## src/rtl/deglitch_pkg.sv

```systemverilog
package deglitch_pkg;

  typedef enum logic [1:0] {
    DG_PASS      = 2'b00,
    DG_KEEP_LOW  = 2'b01,
    DG_KEEP_HIGH = 2'b10,
    DG_REJECT    = 2'b11
  } dg_mode_e;

  function automatic int unsigned dg_max4(input int unsigned a, input int unsigned b,
                                          input int unsigned c, input int unsigned d);
    int unsigned m;
    m = a;
    if (b > m) m = b;
    if (c > m) m = c;
    if (d > m) m = d;
    return m;
  endfunction

endpackage

```

## src/rtl/deglitch_sync.sv

```systemverilog
module deglitch_sync #(
  parameter int unsigned STAGES = 2
) (
  input  logic clk,
  input  logic rst_n,
  input  logic d_async,
  output logic q_sync
);
  logic [STAGES-1:0] chain_q;

  generate
    for (genvar s = 0; s < STAGES; s++) begin : g_stage
      if (s == 0) begin : g_first
        always_ff @(posedge clk or negedge rst_n) begin
          if (!rst_n) chain_q[0] <= 1'b0;
          else        chain_q[0] <= d_async;
        end
      end else begin : g_next
        always_ff @(posedge clk or negedge rst_n) begin
          if (!rst_n) chain_q[s] <= 1'b0;
          else        chain_q[s] <= chain_q[s-1];
        end
      end
    end
  endgenerate

  assign q_sync = chain_q[STAGES-1];
endmodule

```

## src/rtl/deglitch_timebase.sv

```systemverilog
module deglitch_timebase #(
  parameter int unsigned TICKS_U0 = 2,
  parameter int unsigned TICKS_U1 = 8,
  parameter int unsigned TICKS_U2 = 512,
  parameter int unsigned TICKS_U3 = 2048
) (
  input  logic       clk,
  input  logic       rst_n,
  input  logic       clr,
  input  logic       run,
  input  logic [1:0] unit_sel,
  output logic       unit_done
);
  import deglitch_pkg::*;

  localparam int unsigned TICK_MAX = dg_max4(TICKS_U0, TICKS_U1, TICKS_U2, TICKS_U3);
  localparam int unsigned PRE_W    = (TICK_MAX > 2) ? $clog2(TICK_MAX) : 1;

  logic [PRE_W-1:0] pre_q, pre_d;
  logic [PRE_W-1:0] last_idx;

  always_comb begin
    case (unit_sel)
      2'b00:   last_idx = PRE_W'(TICKS_U0 - 1);
      2'b01:   last_idx = PRE_W'(TICKS_U1 - 1);
      2'b10:   last_idx = PRE_W'(TICKS_U2 - 1);
      default: last_idx = PRE_W'(TICKS_U3 - 1);
    endcase
  end

  assign unit_done = run && (pre_q == last_idx);

  always_comb begin
    pre_d = pre_q;
    if (clr)            pre_d = '0;
    else if (unit_done) pre_d = '0;
    else if (run)       pre_d = pre_q + 1'b1;
  end

  always_ff @(posedge clk or negedge rst_n) begin
    if (!rst_n) pre_q <= '0;
    else        pre_q <= pre_d;
  end
endmodule

```

## src/rtl/deglitch_stab.sv

```systemverilog
module deglitch_stab #(
  parameter int unsigned CNT_W = 4
) (
  input  logic             clk,
  input  logic             rst_n,
  input  logic             clr,
  input  logic             step,
  input  logic [CNT_W-1:0] limit,
  output logic             expire
);
  logic [CNT_W-1:0] stab_q, stab_d;

  assign expire = step && (stab_q == (limit - 1'b1));

  always_comb begin
    stab_d = stab_q;
    if (clr || expire) stab_d = '0;
    else if (step)     stab_d = stab_q + 1'b1;
  end

  always_ff @(posedge clk or negedge rst_n) begin
    if (!rst_n) stab_q <= '0;
    else        stab_q <= stab_d;
  end
endmodule

```

## src/rtl/gpio_deglitch.sv

```systemverilog
module gpio_deglitch #(
  parameter int unsigned SYNC_STAGES = 2,
  parameter int unsigned CNT_W       = 4,
  parameter int unsigned TICKS_U0    = 2,
  parameter int unsigned TICKS_U1    = 8,
  parameter int unsigned TICKS_U2    = 512,
  parameter int unsigned TICKS_U3    = 2048
) (
  input  logic             clk,
  input  logic             rst_n,
  input  logic             rtc_tick,
  input  logic [1:0]       cfg_mode,
  input  logic [CNT_W-1:0] cfg_count,
  input  logic             cfg_large,
  input  logic             cfg_unit,
  input  logic             pin_raw,
  output logic             pin_level
);
  import deglitch_pkg::*;

  localparam int unsigned CFG_W = 2 + CNT_W + 2;

  logic             in_s;
  logic [CFG_W-1:0] cfg_now, cfg_q;
  logic             cfg_chg;
  logic             lvl_q, lvl_d;
  logic             differ, fast_path, no_delay, pending;
  logic             unit_done, expire;
  dg_mode_e         mode;

  assign mode    = dg_mode_e'(cfg_mode);
  assign cfg_now = {cfg_mode, cfg_count, cfg_large, cfg_unit};
  assign cfg_chg = (cfg_now != cfg_q);

  deglitch_sync #(.STAGES(SYNC_STAGES)) u_sync (
    .clk     (clk),
    .rst_n   (rst_n),
    .d_async (pin_raw),
    .q_sync  (in_s)
  );

  assign differ    = (in_s != lvl_q);
  assign fast_path = ((mode == DG_KEEP_LOW)  && !in_s) ||
                     ((mode == DG_KEEP_HIGH) &&  in_s);
  assign no_delay  = (cfg_count == '0);
  assign pending   = (mode != DG_PASS) && differ && !fast_path && !no_delay && !cfg_chg;

  deglitch_timebase #(
    .TICKS_U0 (TICKS_U0),
    .TICKS_U1 (TICKS_U1),
    .TICKS_U2 (TICKS_U2),
    .TICKS_U3 (TICKS_U3)
  ) u_tb (
    .clk       (clk),
    .rst_n     (rst_n),
    .clr       (!pending),
    .run       (pending && rtc_tick),
    .unit_sel  ({cfg_large, cfg_unit}),
    .unit_done (unit_done)
  );

  deglitch_stab #(.CNT_W(CNT_W)) u_stab (
    .clk    (clk),
    .rst_n  (rst_n),
    .clr    (!pending),
    .step   (unit_done),
    .limit  (cfg_count),
    .expire (expire)
  );

  always_comb begin
    lvl_d = lvl_q;
    if (cfg_chg)                    lvl_d = lvl_q;
    else if (mode == DG_PASS)       lvl_d = in_s;
    else if (!differ)               lvl_d = lvl_q;
    else if (fast_path || no_delay) lvl_d = in_s;
    else if (expire)                lvl_d = in_s;
  end

  always_ff @(posedge clk or negedge rst_n) begin
    if (!rst_n) begin
      lvl_q <= 1'b0;
      cfg_q <= '0;
    end else begin
      lvl_q <= lvl_d;
      cfg_q <= cfg_now;
    end
  end

  assign pin_level = lvl_q;
endmodule

```

## config.mk

```make
export PLATFORM = sky130hd
export DESIGN_NAME = gpio_deglitch
export DESIGN_NICKNAME = d
export VERILOG_FILES = /design/src/rtl/deglitch_pkg.sv /design/src/rtl/deglitch_sync.sv /design/src/rtl/deglitch_timebase.sv /design/src/rtl/deglitch_stab.sv /design/src/rtl/gpio_deglitch.sv
export SDC_FILE = /design/constraint.sdc
export NUM_CORES = 1
export LEC_CHECK = 0
export ABC_AREA = 1
export BUFFER_PORTS_ARGS = -buffer_cell sky130_fd_sc_hd__buf_2
export CAP_MARGIN = 10
export CORE_MARGIN = 2
export CORE_UTILIZATION = 40
export DETAILED_ROUTE_END_ITERATION = 10
export GPL_TIMING_DRIVEN = 1
export SETUP_SLACK_MARGIN = 0.1
export SYNTH_ARGS = -nofsm -noshare
export SYNTH_HDL_FRONTEND = slang
export SYNTH_SLANG_ARGS = --single-unit
```

## constraint.sdc

```tcl
create_clock -name clk -period 3.9 [get_ports clk]
set_clock_uncertainty 0.05 [all_clocks]
set_input_delay 0.78 -clock clk [delete_from_list [all_inputs] [get_ports clk]]
set_output_delay 0.78 -clock clk [all_outputs]
set_load 0.05 [all_outputs]
```

# --- Word level (Yosys, flattened, before mapping) ---
# Cells that the tools add are included.
classes:
  add_sub_neg: 3
  n_eq_ne: 9
  muxes: 10
  bitwise: 1
  reduce_logical: 25
op_table:
  columns: ["operator", "n"]
  rows:
  - ["11-bit two-way mux", 3]
  - ["11-bit case mux with 3 select lines", 1]
  - ["11-bit by 1-bit adder with 11-bit output (second input constant)", 1]
  - ["11-bit equality test", 1]
  - ["1-bit logical AND", 9]
  - ["4-bit two-way mux", 2]
  - ["8-bit inequality test", 1]
  - ["2-bit nonzero test", 3]
  - ["1-bit zero test", 5]
  - ["4-bit by 1-bit adder with 4-bit output (second input constant)", 1]
  - ["2-bit by 1-bit equality test with 1-bit output (second input constant)", 2]
  - ["2-bit equality test (second input constant)", 2]
  - ["4-bit equality test", 1]
  - ["2-bit zero test", 2]
  - ["4-bit zero test", 1]
  - ["1-bit two-way mux", 4]
  - ["4-bit by 1-bit subtractor with 4-bit output (second input constant)", 1]
  - ["1-bit logical OR", 3]
  - ["3-bit by 1-bit inequality test with 1-bit output (second input constant)", 1]
  - ["3-bit AND reduction", 1]
  - ["3-bit nonzero test", 1]
  - ["1-bit inequality test", 1]
  - ["1-bit NOT", 1]
totals:
  reg_bits: 26
  in_bits: 12
  output_inout_bits: 1

# --- Longest topological paths before layout ---
# Gate-level depths: netlist (run 1).
depth:
  word_depth: 14
  ltp_mapped: 13
  mapped_depth_nobuf: 13

# --- By module ---
# A second synthesis (run 1) with hierarchy kept.
hier_totals:
  cells_unflattened: 270
  hier_area_um2: 1790.5
by_module_without_submodules:
  columns: ["module", "n_inst", "cells_each", "area_each_um2"]
  rows:
  - ["deglitch_timebase", 1, 128, 850.8]
  - ["gpio_deglitch", 1, 92, 565.5]
  - ["deglitch_stab", 1, 48, 324.1]
  - ["deglitch_sync", 1, 2, 50.0]

# --- Least setup slack after synthesis (run 1) ---
# No wires, ideal clock.
synth_timing:
  kind: "input to register"
  start: "input port cfg_count[0]"
  end: "register u_stab.stab_q[2]"
  setup_ns: 0.120
  arrival_ns: 1.876
  required_time_ns: 3.730
  setup_slack_ns: 1.854
  cell_stages: 12
  path_buffers: 0
  cell_sequence: "inv_1 > ha_1 > nand2_1 > nand3_1 > nor2_2 > nand3_2 > nor2_2 > nand3_1 > nand2_1 > inv_1 > o21ai_0 > nor2_1"
synth_via:
  elab_chain_cells: 9
  word_cells_on_any_way: 15
synth_lines:
  columns: ["item", "line", "source"]
  rows:
  - ["from (decl)", "gpio_deglitch.sv:13", "input logic [CNT_W-1:0] cfg_count,"]
  - ["branches (longest 9 deep; another with 4-bit by 1-bit subtractor with 4-bit output)", null, null]
  - ["to (signal assigned)", "deglitch_stab.sv:23", "else stab_q <= stab_d;"]
  - ["to (decl)", "deglitch_stab.sv:11", "logic [CNT_W-1:0] stab_q, stab_d;"]
# Parallel ways; which one is timed is not known.
# A chain may end at the register's enable or synchronous reset.

# --- Worst setup path after layout (run 1) ---
# Ends and elaborated chain as after synthesis.

==> results of run 1 <==
## final cells by class
class / count / share of cell area, %
clock buffers: 4 / 3.17
well taps: 48 / 3.46
flip-flops and latches: 26 / 37.4
multi-input cells: 140 / 44.1
repair buffers: 12 / 3.46
inverters: 39 / 8.42
## worst min path at each step
stage	from	to	slack, ps	cells after the start
3_5_place_dp	u_sync.chain_q[0]	u_sync.q_sync	290	0
5_1_grt	u_sync.chain_q[0]	u_sync.q_sync	340	0
4_1_cts	u_sync.chain_q[0]	u_sync.q_sync	310	0
3_3_place_gp	u_sync.chain_q[0]	u_sync.q_sync	280	0
6_report	u_sync.chain_q[0]	u_sync.q_sync	310	0
2_1_floorplan	u_sync.chain_q[0]	u_sync.q_sync	280	0
## state kept, by name, indices dropped and copies added (netlist names)
register,count
u_tb.pre_q,11
cfg_q,8
u_stab.stab_q,4
pin_level,1
u_sync.chain_q,1
u_sync.q_sync,1
## synthesized netlist by cell type, types with 5 or more instances
| cell | count |
|---|---|
| xnor2_1 | 10 |
| dfrtp_1 | 26 |
| a21oi_1 | 6 |
| nand3_1 | 13 |
| nor2_1 | 23 |
| inv_1 | 36 |
| o21ai_0 | 8 |
| xor2_1 | 6 |
| o22ai_1 | 5 |
| nand2_1 | 46 |
## placed cells by master (no fill, tap or decap), types with 4 or more instances in the layout
cell and count:
clkbuf_8 4, xor2_1 6, nand2_1 46, a21oi_1 6
o22ai_1 5, inv_1 36, nand3_1 13, xnor2_1 10
o21ai_0 8, nor2_1 23, buf_2 12, dfrtp_1 26
## routing by layer
metal	part of all wire (%)	up-vias	track usage (%)
li1	-	672	-
met1	53	564	21.2
met2	44	10	23.4
met3	1.9	4	2.03
met4	1.2	0	4.59
met5	0	-	0
## per-stage QoR
stage	hold WS, ps	std cells	total power, mW
after floorplan	281	205	0.316
after global placement	282	265	0.338
after detailed placement	287	265	0.339
after CTS	308	269	0.511
after global routing	340	269	0.534
final	306	269	0.506
## where the power goes
part | leakage, nW | internal [mW] | switching (mW) | total, mW
registers | 0.335 | 0.275 | 0.00379 | 0.279
logic | 0.464 | 0.0201 | 0.0329 | 0.0530
clock network | 0.0288 | 0.0902 | 0.0840 | 0.174
## kinds of logic (layout without fill, tap and decap cells)
| group | Yosys count | count (layout) | share of synthesized area (%) |
|---|---|---|---|
| buf+inv | 39 | 55 | 9.37 |
| xor+xnor | 16 | 16 | 8.97 |
| flops | 26 | 26 | 41.6 |
| fa+ha+maj | 3 | 3 | 2.40 |
| simple gates | 95 | 95 | 27.5 |
| compound gates | 26 | 26 | 10.2 |
==> flow_summary_export.csv, run 1 <==
group,metric,value,unit
worst_hold_path,hold_class,"flip-flop to flip-flop",
route,firstDrtPassIters,4,
power_and_ir_drop,power_leakage,0.828,nW
clocking,cts.clk_slew.worst_paths,80,ps
clocking,ctsResizeCount,0,
clocking,cts_root_buf,"clkbuf_8",
grt,grtUsageTotal,14.9,%
sta,setup_viol,0,
logic_synthesis,yosysWarningCount,0,
clocking,cts_tree,"yes",
worst_setup_path,cp-end-kind,"flip-flop",
clocking,htree_levels,1,
placed_design,dp_slack,1540,ps
floorplan,die_h,66.5,um
worst_setup_path,crit_required,4010,ps
route,drtIter0Drc,66,
logic_synthesis,yosys-top-cells-area,"dfrtp_1, nand2_1, inv_1",
layout,syn_to_final_growth,11.2,%
worst_setup_path,crit_slowest_cell,"ha_1",
sta,max_freq,0.487,GHz
logic_synthesis,synthesis.area,1560,um2
layout,final_util,46.8,%
sta,worst_pin_slew,571,ps
sta,drv_slew,0,
layout,antenna_cells,0,
floorplan,start_util,42.1,%
clocking,cts.path.max_buffers,2,
logic_synthesis,synth_area_leader_cell,"dfrtp_1",
worst_setup_path,cp_cell_sequence,"buf_2 -> inv_1 -> ha_1 -> nand2_1 -> nand3_1 -> nor2_2 -> nand3_2 -> nor2_2 -> nand3_1 -> nand2_1 -> inv_1 -> o21ai_0 -> nor2_1",
worst_setup_path,cp_max_fo,4,
clocking,ctsHoldBuffers,0,
placed_design,numPortBuffers,12,
logic_synthesis,seq_area_frac_synth,41.6,%
layout,fin_nets,237,
sta,period_needed,2060,ps
worst_setup_path,crit_start,"cfg_count[0]",
placed_design,dp_hpwl,2260,um
floorplan,rows,22,
run,maxCapViolations,0,
worst_setup_path,ff2ff_path_depth,8,
sta,min_period_over_period,52.7,%
sta,setup_ws,1840,ps
clocking,numCtsBuffers,3,
sta,slew_headroom,61.9,%
route,drc,0,
power_and_ir_drop,power_density,291,nW/um2
grt,grt.overflow.total,0,
route,avgRoutedWirePerCell,10.6,um
sta,rsz0062_at_grt,"no",
worst_setup_path,r2r_setup_slack,2150,ps
route,antenna_left,0,
worst_setup_path,cpPeakStageDelay,210,ps
logic_synthesis,synth_flop_cell,"dfrtp_1",
clocking,insertion_delay,270,ps
clocking,cts_setup_buffers,0,
worst_setup_path,start_kind,"input port",
logic_synthesis,synth_edf_count,0,
logic_synthesis,synthArstFlopShare,100,%
status,outcome,"finished, final reports clean",
logic_synthesis,avgSynthCellArea,7.62,um2
worst_setup_path,rr_startpoint,"u_tb.pre_q[1]",
grt,grt_first_pass_wirelength,5030,um
sta,hold_violations,0,
floorplan,dieArea,4420,um2
layout,final.fill_count,392,
grt,grt_start_max_net_pins,27,
grt,grt_pass1_vias,1128,
logic_synthesis,synth_top_area_share,41.6,%
route,viasPerCell,4.65,
floorplan,die_w,66.5,um
worst_setup_path,crit_end,"u_stab.stab_q[2]",
worst_setup_path,cp_top_family,"simple AND/OR/NAND/NOR gates",
logic_synthesis,synth_seq_cells,26,
worst_setup_path,r2r-end,"u_tb.pre_q[10]",
floorplan,core_area,3720,um2
worst_setup_path,cp.arrival,2160,ps
worst_setup_path,critical_path_buf_inv_count,3,
logic_synthesis,synthesis.nets,220,
logic_synthesis,post_synth_num_cell_types,23,
worst_setup_path,crit_cells,13,
clocking,cts_sinks,26,
route,vias,1250,
worst_setup_path,critical_path_class,"input port to flip-flop",
placed_design,dpl-instance-area,1680,um2
layout,finalInstanceArea,1740,um2
logic_synthesis,netlist_instances,205,
placed_design,gp_congestion,0.797,
layout,multiInputGateArea,766,um2
sta,fin_setup_tns,0,ps
route,wl,2860,um
layout,seqCellArea,651,um2
power_and_ir_drop,peakVddDrop,0.141,mV
layout,drive_gt1_share,15.4,%
floorplan,ioPinCount,13,
grt,antenna_found_initial,0,
Note: power is estimated with default switching activity, not from simulation.
==> inputs of run 2 (changes only) <==
==> constraint.sdc (replaced) <==
create_clock -name clk -period 1.8 [get_ports clk]
set_clock_uncertainty 0.05 [all_clocks]
set_input_delay 0.36 -clock clk [delete_from_list [all_inputs] [get_ports clk]]
set_output_delay 0.36 -clock clk [all_outputs]
set_load 0.05 [all_outputs]
==> run 2 against run 1 <==
Effect of this change:
- cell count increased by 4.1%
- register-to-register slack got worse by 2000 ps
- hold slack got worse by 290 ps
- power increased by 140%
- setup slack got worse by 1700 ps
- core utilization increased by 4.5 points
- largest cell class unchanged
==> flow_summary_export.csv, run 2 (synthesis results as in run 1) <==
group,metric,value,unit
placed_design,dp_slack,-80.2,ps
floorplan,rows,22,
layout,fin_nets,248,
layout,final_cell_mix,"nand2_1, inv_1, dfrtp_1, nor2_1",
route,vias,1296,
layout,final_common_cell,"nand2_1",
power_and_ir_drop,switchingPower,0.281,mW
grt,antenna_found_initial,0,
clocking,htree_levels,1,
layout,finalInstanceArea,1900,um2
route,antenna_left,0,
clocking,cts_sinks,26,
power_and_ir_drop,power_density,645,nW/um2
status,outcome,"finished, final reports clean",
clocking,numCtsBuffers,3,
placed_design,dpl-instance-area,1740,um2
sta,hold-worst-slack,19.3,ps
route,avgRoutedWirePerCell,10.9,um
clocking,cts.clk_slew.worst_paths,100,ps
layout,syn_to_final_growth,21.9,%
layout,largest_reg_flops,11,
worst_setup_path,cp_max_fo,8,
layout,top_register,"u_tb.pre_q",
sta,max_freq,0.589,GHz
sta,slew_headroom,61.1,%
floorplan,ioPinCount,13,
sta,drv_slew,0,
worst_setup_path,crit_required,1920,ps
route,wl,3070,um
floorplan,dieArea,4420,um2
power_and_ir_drop,p_seq_share,49.3,%
route,route.met2.wl,1400,um
power_and_ir_drop,p_sw_share,22.8,%
grt,grt.overflow.total,0,
sta,period_needed,1700,ps
worst_setup_path,start_kind,"flip-flop",
layout,antenna_cells,0,
placed_design,gp_congestion,0.798,
worst_setup_path,cp-end-kind,"flip-flop",
power_and_ir_drop,internal-power,0.948,mW
clocking,cts.path.max_buffers,2,
sta,setup_viol,0,
placed_design,place_inst,272,
run,maxCapViolations,0,
worst_setup_path,cp.arrival,1820,ps
layout,final_cell_count_no_fill,280,
sta,min_period_over_period,94.3,%
clocking,ctsHoldBuffers,0,
sta,worst_pin_slew,584,ps
clocking,insertion_delay,270,ps
clocking,cts_root_buf,"clkbuf_8",
power_and_ir_drop,combPwrFrac,10.5,%
route,drc,0,
worst_setup_path,critical_path_class,"flip-flop to flip-flop",
grt,grt_first_pass_wirelength,5310,um
power_and_ir_drop,clkPwrFrac,40.3,%
floorplan,start_util,42.1,%
worst_hold_path,hold_class,"input port to async pin",
route,firstDrtPassIters,4,
sta,hold_violations,0,
sta,rsz0062_at_grt,"yes",
layout,drive_gt1_share,25.4,%
route,top_layer_used,"met4",
grt,grtUsageTotal,15.8,%
placed_design,dp_hpwl,2340,um
clocking,cts_tree,"yes",
floorplan,die_w,66.5,um
layout,top_regs,"u_tb.pre_q x11, cfg_q x8, u_stab.stab_q x4",
route,drtIter0Drc,58,
grt,grt_start_max_net_pins,27,
route,wl_met3,48,um
route,viasPerCell,4.63,
power_and_ir_drop,peakVddDrop,0.285,mV
route,routedLengthMet1,1590,um
sta,setup_ws,103,ps
floorplan,die_h,66.5,um
grt,grt_pass1_vias,1178,
floorplan,core_area,3720,um2
power_and_ir_drop,power_leakage,0.909,nW
placed_design,numPortBuffers,12,
-- run 2: metrics by stage --
step	util, %	TNS, ps	power, mW
2_1_floorplan	-	0	0.685
3_3_place_gp	46.7	-82.7	0.741
3_5_place_dp	46.7	-342	0.743
4_1_cts	49.2	0	1.24
5_1_grt	51.2	-2.29	1.29
6_report	51.2	0	1.23
-- run 2: area by class of cell --
| type | count | area [um2] |
|---|---|---|
| Fill cell | 354 | 1810 |
| Multi-Input combinational cell | 140 | 827 |
| Sequential cell | 26 | 653 |
| Timing Repair Buffer | 23 | 146 |
| Inverter | 39 | 146 |
| Tap cell | 48 | 60.1 |
| Clock buffer | 3 | 41.3 |
| Clock inverter | 1 | 30.0 |
-- run 2: layer usage --
layer | track usage, % | vias to the layer above
met5 | 0 | -
met4 | 5.36 | 0
met3 | 2.03 | 2
met2 | 25.1 | 10
met1 | 22.1 | 591
li1 | - | 693
-- run 2: path summary, 6_finish.rpt --
path,startpoint,end,slack [ps],cells after the start
max in group asynchronous,rst_n,pin_level,1260,1
min in group clk,pin_raw,u_sync.chain_q[0],140,1
setup reg to reg,u_tb.pre_q[7],u_tb.pre_q[1],100,8
hold reg to reg,u_sync.chain_q[0],u_sync.q_sync,310,0
hold / removal,rst_n,u_tb.pre_q[9],20,1
setup / recovery,u_tb.pre_q[7],u_tb.pre_q[1],100,8
-- run 2: critical path, stage by stage, from the launching register on --
cell and delay, ps:
dfrtp_1 410, nand2_2 90, nor2_4 150, nand2_4 80, o21ai_4 180, nand4_4 120
nand2_2 220, inv_2 100, a22o_1 190
-- run 2: timing repair --
action                     4_1_cts  5_1_grt
pin swaps                        1       11
gates resized for setup          5       14
setup endpoints to repair        2       12
setup buffers                    0        4
-- run 2: power groups by stage --
stage	Clock [mW]	Combinational, mW	Sequential [mW]
after detailed placement	0	0.125	0.617
final	0.495	0.129	0.605
after global routing	0.537	0.146	0.608
after CTS	0.502	0.128	0.606
after global placement	0	0.125	0.617
after floorplan	0	0.0651	0.620
==> inputs of run 3 (changes only) <==
--- a/config.mk
+++ b/config.mk
@@ -8,10 +8,13 @@
 export ABC_AREA = 1
 export BUFFER_PORTS_ARGS = -buffer_cell sky130_fd_sc_hd__buf_2
 export CAP_MARGIN = 10
+export CELL_PAD_IN_SITES_DETAIL_PLACEMENT = 0
+export CELL_PAD_IN_SITES_GLOBAL_PLACEMENT = 1
 export CORE_MARGIN = 2
-export CORE_UTILIZATION = 40
+export CORE_UTILIZATION = 39
 export DETAILED_ROUTE_END_ITERATION = 10
 export GPL_TIMING_DRIVEN = 1
+export PLACE_DENSITY_LB_ADDON = 0.1
 export SETUP_SLACK_MARGIN = 0.1
 export SYNTH_ARGS = -nofsm -noshare
 export SYNTH_HDL_FRONTEND = slang
==> run 3 against run 2 <==
Effect of this change:
- via count rose by 4.0%
- register-to-register slack improved by 30 ps
- critical endpoint is now u_stab.stab_q[0]
- non-clock buffer count increased by 6
- core utilization is 1.9 points lower
- cell count is 2.9% higher
- power is 8.8% lower
- clock power shrank 23%
- routed wire length increased by 4.4%
- count of clock-buffer cells in the layout is 1 higher
- die area is 2.4% higher
- cell area grew 1.4%
==> flow_summary_export.csv, run 3 (synthesis results as in run 1) <==
group,metric,value,unit
clocking,cts_root_buf,"clkbuf_8",
layout,final_util,49.3,%
floorplan,core_area,3910,um2
power_and_ir_drop,p_seq_share,54.0,%
layout,top_regs,"u_tb.pre_q x11, cfg_q x8, u_stab.stab_q x4",
grt,grt_start_max_net_pins,27,
clocking,cts.clk_slew.worst_paths,90,ps
route,wl,3200,um
sta,hold_violations,0,
clocking,cts.path.max_buffers,2,
clocking,cts_tree,"yes",
clocking,htree_levels,1,
floorplan,die_h,67.3,um
layout,finalInstanceArea,1930,um2
layout,drive_gt1_share,25.2,%
sta,min_period_over_period,92.5,%
clocking,insertion_delay,270,ps
layout,final_cell_mix,"nand2_1, inv_1, dfrtp_1, nor2_1, buf_4",
worst_setup_path,start_kind,"flip-flop",
worst_setup_path,cp.arrival,1790,ps
power_and_ir_drop,switchingPower,0.273,mW
layout,final.fill_count,383,
clocking,ctsHoldBuffers,0,
power_and_ir_drop,internal-power,0.848,mW
route,avgRoutedWirePerCell,11.1,um
route,drtIter0Drc,47,
layout,largest_reg_flops,11,
worst_setup_path,crit_required,1920,ps
power_and_ir_drop,power_leakage,0.922,nW
placed_design,dp_hpwl,2520,um
layout,seqCellArea,652,um2
clocking,cts_sinks,26,
worst_setup_path,r2r_setup_slack,140,ps
route,viasPerCell,4.68,
route,antenna_left,0,
grt,grtUsageTotal,15.2,%
floorplan,dieArea,4530,um2
power_and_ir_drop,power_density,581,nW/um2
grt,use_met2,28.6,%
grt,grt.overflow.total,0,
layout,syn_to_final_growth,23.5,%
floorplan,start_util,39.9,%
grt,antenna_found_initial,0,
sta,worst_pin_slew,620,ps
sta,rsz0062_at_grt,"yes",
grt,grt_pass1_vias,1255,
grt,grt_use_met3,2.50,%
layout,multiInputGateArea,823,um2
worst_setup_path,critical_path_class,"flip-flop to flip-flop",
placed_design,dpl-instance-area,1770,um2
layout,fin_nets,254,
placed_design,dp_slack,-66.3,ps
route,firstDrtPassIters,4,
clocking,numCtsBuffers,3,
sta,drv_slew,0,
power_and_ir_drop,p_sw_share,24.4,%
worst_setup_path,cp_max_fo,5,
floorplan,rows,23,
layout,antenna_cells,0,
status,outcome,"finished, final reports clean",
layout,final_common_cell,"nand2_1",
placed_design,numPortBuffers,12,
worst_setup_path,cp-end-kind,"flip-flop",
sta,setup_viol,0,
sta,max_freq,0.601,GHz
sta,setup_ws,135,ps
power_and_ir_drop,peakVddDrop,0.268,mV
grt,top_usage_layer,"met2",
placed_design,gp_congestion,0.759,
route,drc,0,
floorplan,ioPinCount,13,
grt,grt_first_pass_wirelength,5170,um
grt,grt.met1_usage,17.5,%
layout,top_register,"u_tb.pre_q",
route,vias,1348,
power_and_ir_drop,combPwrFrac,11.8,%
run,maxCapViolations,0,
sta,slew_headroom,58.7,%
floorplan,die_w,67.3,um
power_and_ir_drop,clkPwrFrac,34.2,%
worst_hold_path,hold_class,"input port to async pin",
sta,period_needed,1660,ps
run 3: changes by cell type in the layout (fill, tap and decap cells not counted), sizes merged:
cell,delta
buf,+6
clkbuf,+1
bufinv,-1
run 3: layout make-up:
cell class	count	area share [%]
multi-input cells	140	42.6
inverters	39	7.58
clock buffers	4	2.85
repair buffers	29	9.92
well taps	50	3.24
flip-flops and latches	26	33.8
run 3: critical path: stages (launching register included):
cell	delay, ps
dfrtp_1	420
nor2_1	140
a21oi_1	80
nor2_1	160
buf_4	140
nand4_4	110
nor2_4	180
buf_6	130
xnor2_2	90
nor2_1	50
run 3: per-layer routing:
layer  up-vias  wire length [um]  share of wire, %
met5         -                 0                 0
met1       629              1420                44
li1        702                 -                 -
met4         0                21              0.66
met2        15              1680                52
met3         2                83               2.6
run 3: power by group through the flow:
stage               logic [mW]  registers [mW]  clock network, mW
finish                   0.132           0.605              0.383
floorplan               0.0651           0.620                  0
CTS                      0.133           0.606              0.400
global route             0.150           0.607              0.426
detailed placement       0.132           0.617                  0
global placement         0.130           0.616                  0
run 3: worst paths after layout:
check                                  start                end  cells after the start
min                                    rst_n           cfg_q[7]                      1
min in group clk                     pin_raw  u_sync.chain_q[0]                      1
max reg2reg                    u_tb.pre_q[4]   u_stab.stab_q[0]                      9
min reg2reg                u_sync.chain_q[0]      u_sync.q_sync                      0
max                            u_tb.pre_q[4]   u_stab.stab_q[0]                      9
max in group asynchronous              rst_n          pin_level                      1
run 3: repair_timing:
action,CTS,global route
buffers inserted,0,6
gates resized for setup,1,14
endpoints found under the setup margin,1,12
pin swaps,1,7
run 3: stage by stage:
step           hold slack [ps]  power, mW  setup TNS (ps)  std cells
2_1_floorplan             14.4      0.685               0        205
3_3_place_gp               282      0.746           -47.9        278
3_5_place_dp               304      0.749            -322        278
4_1_cts                   55.2       1.14               0        282
5_1_grt                   75.1       1.18               0        288
6_report                  42.3       1.12               0        288
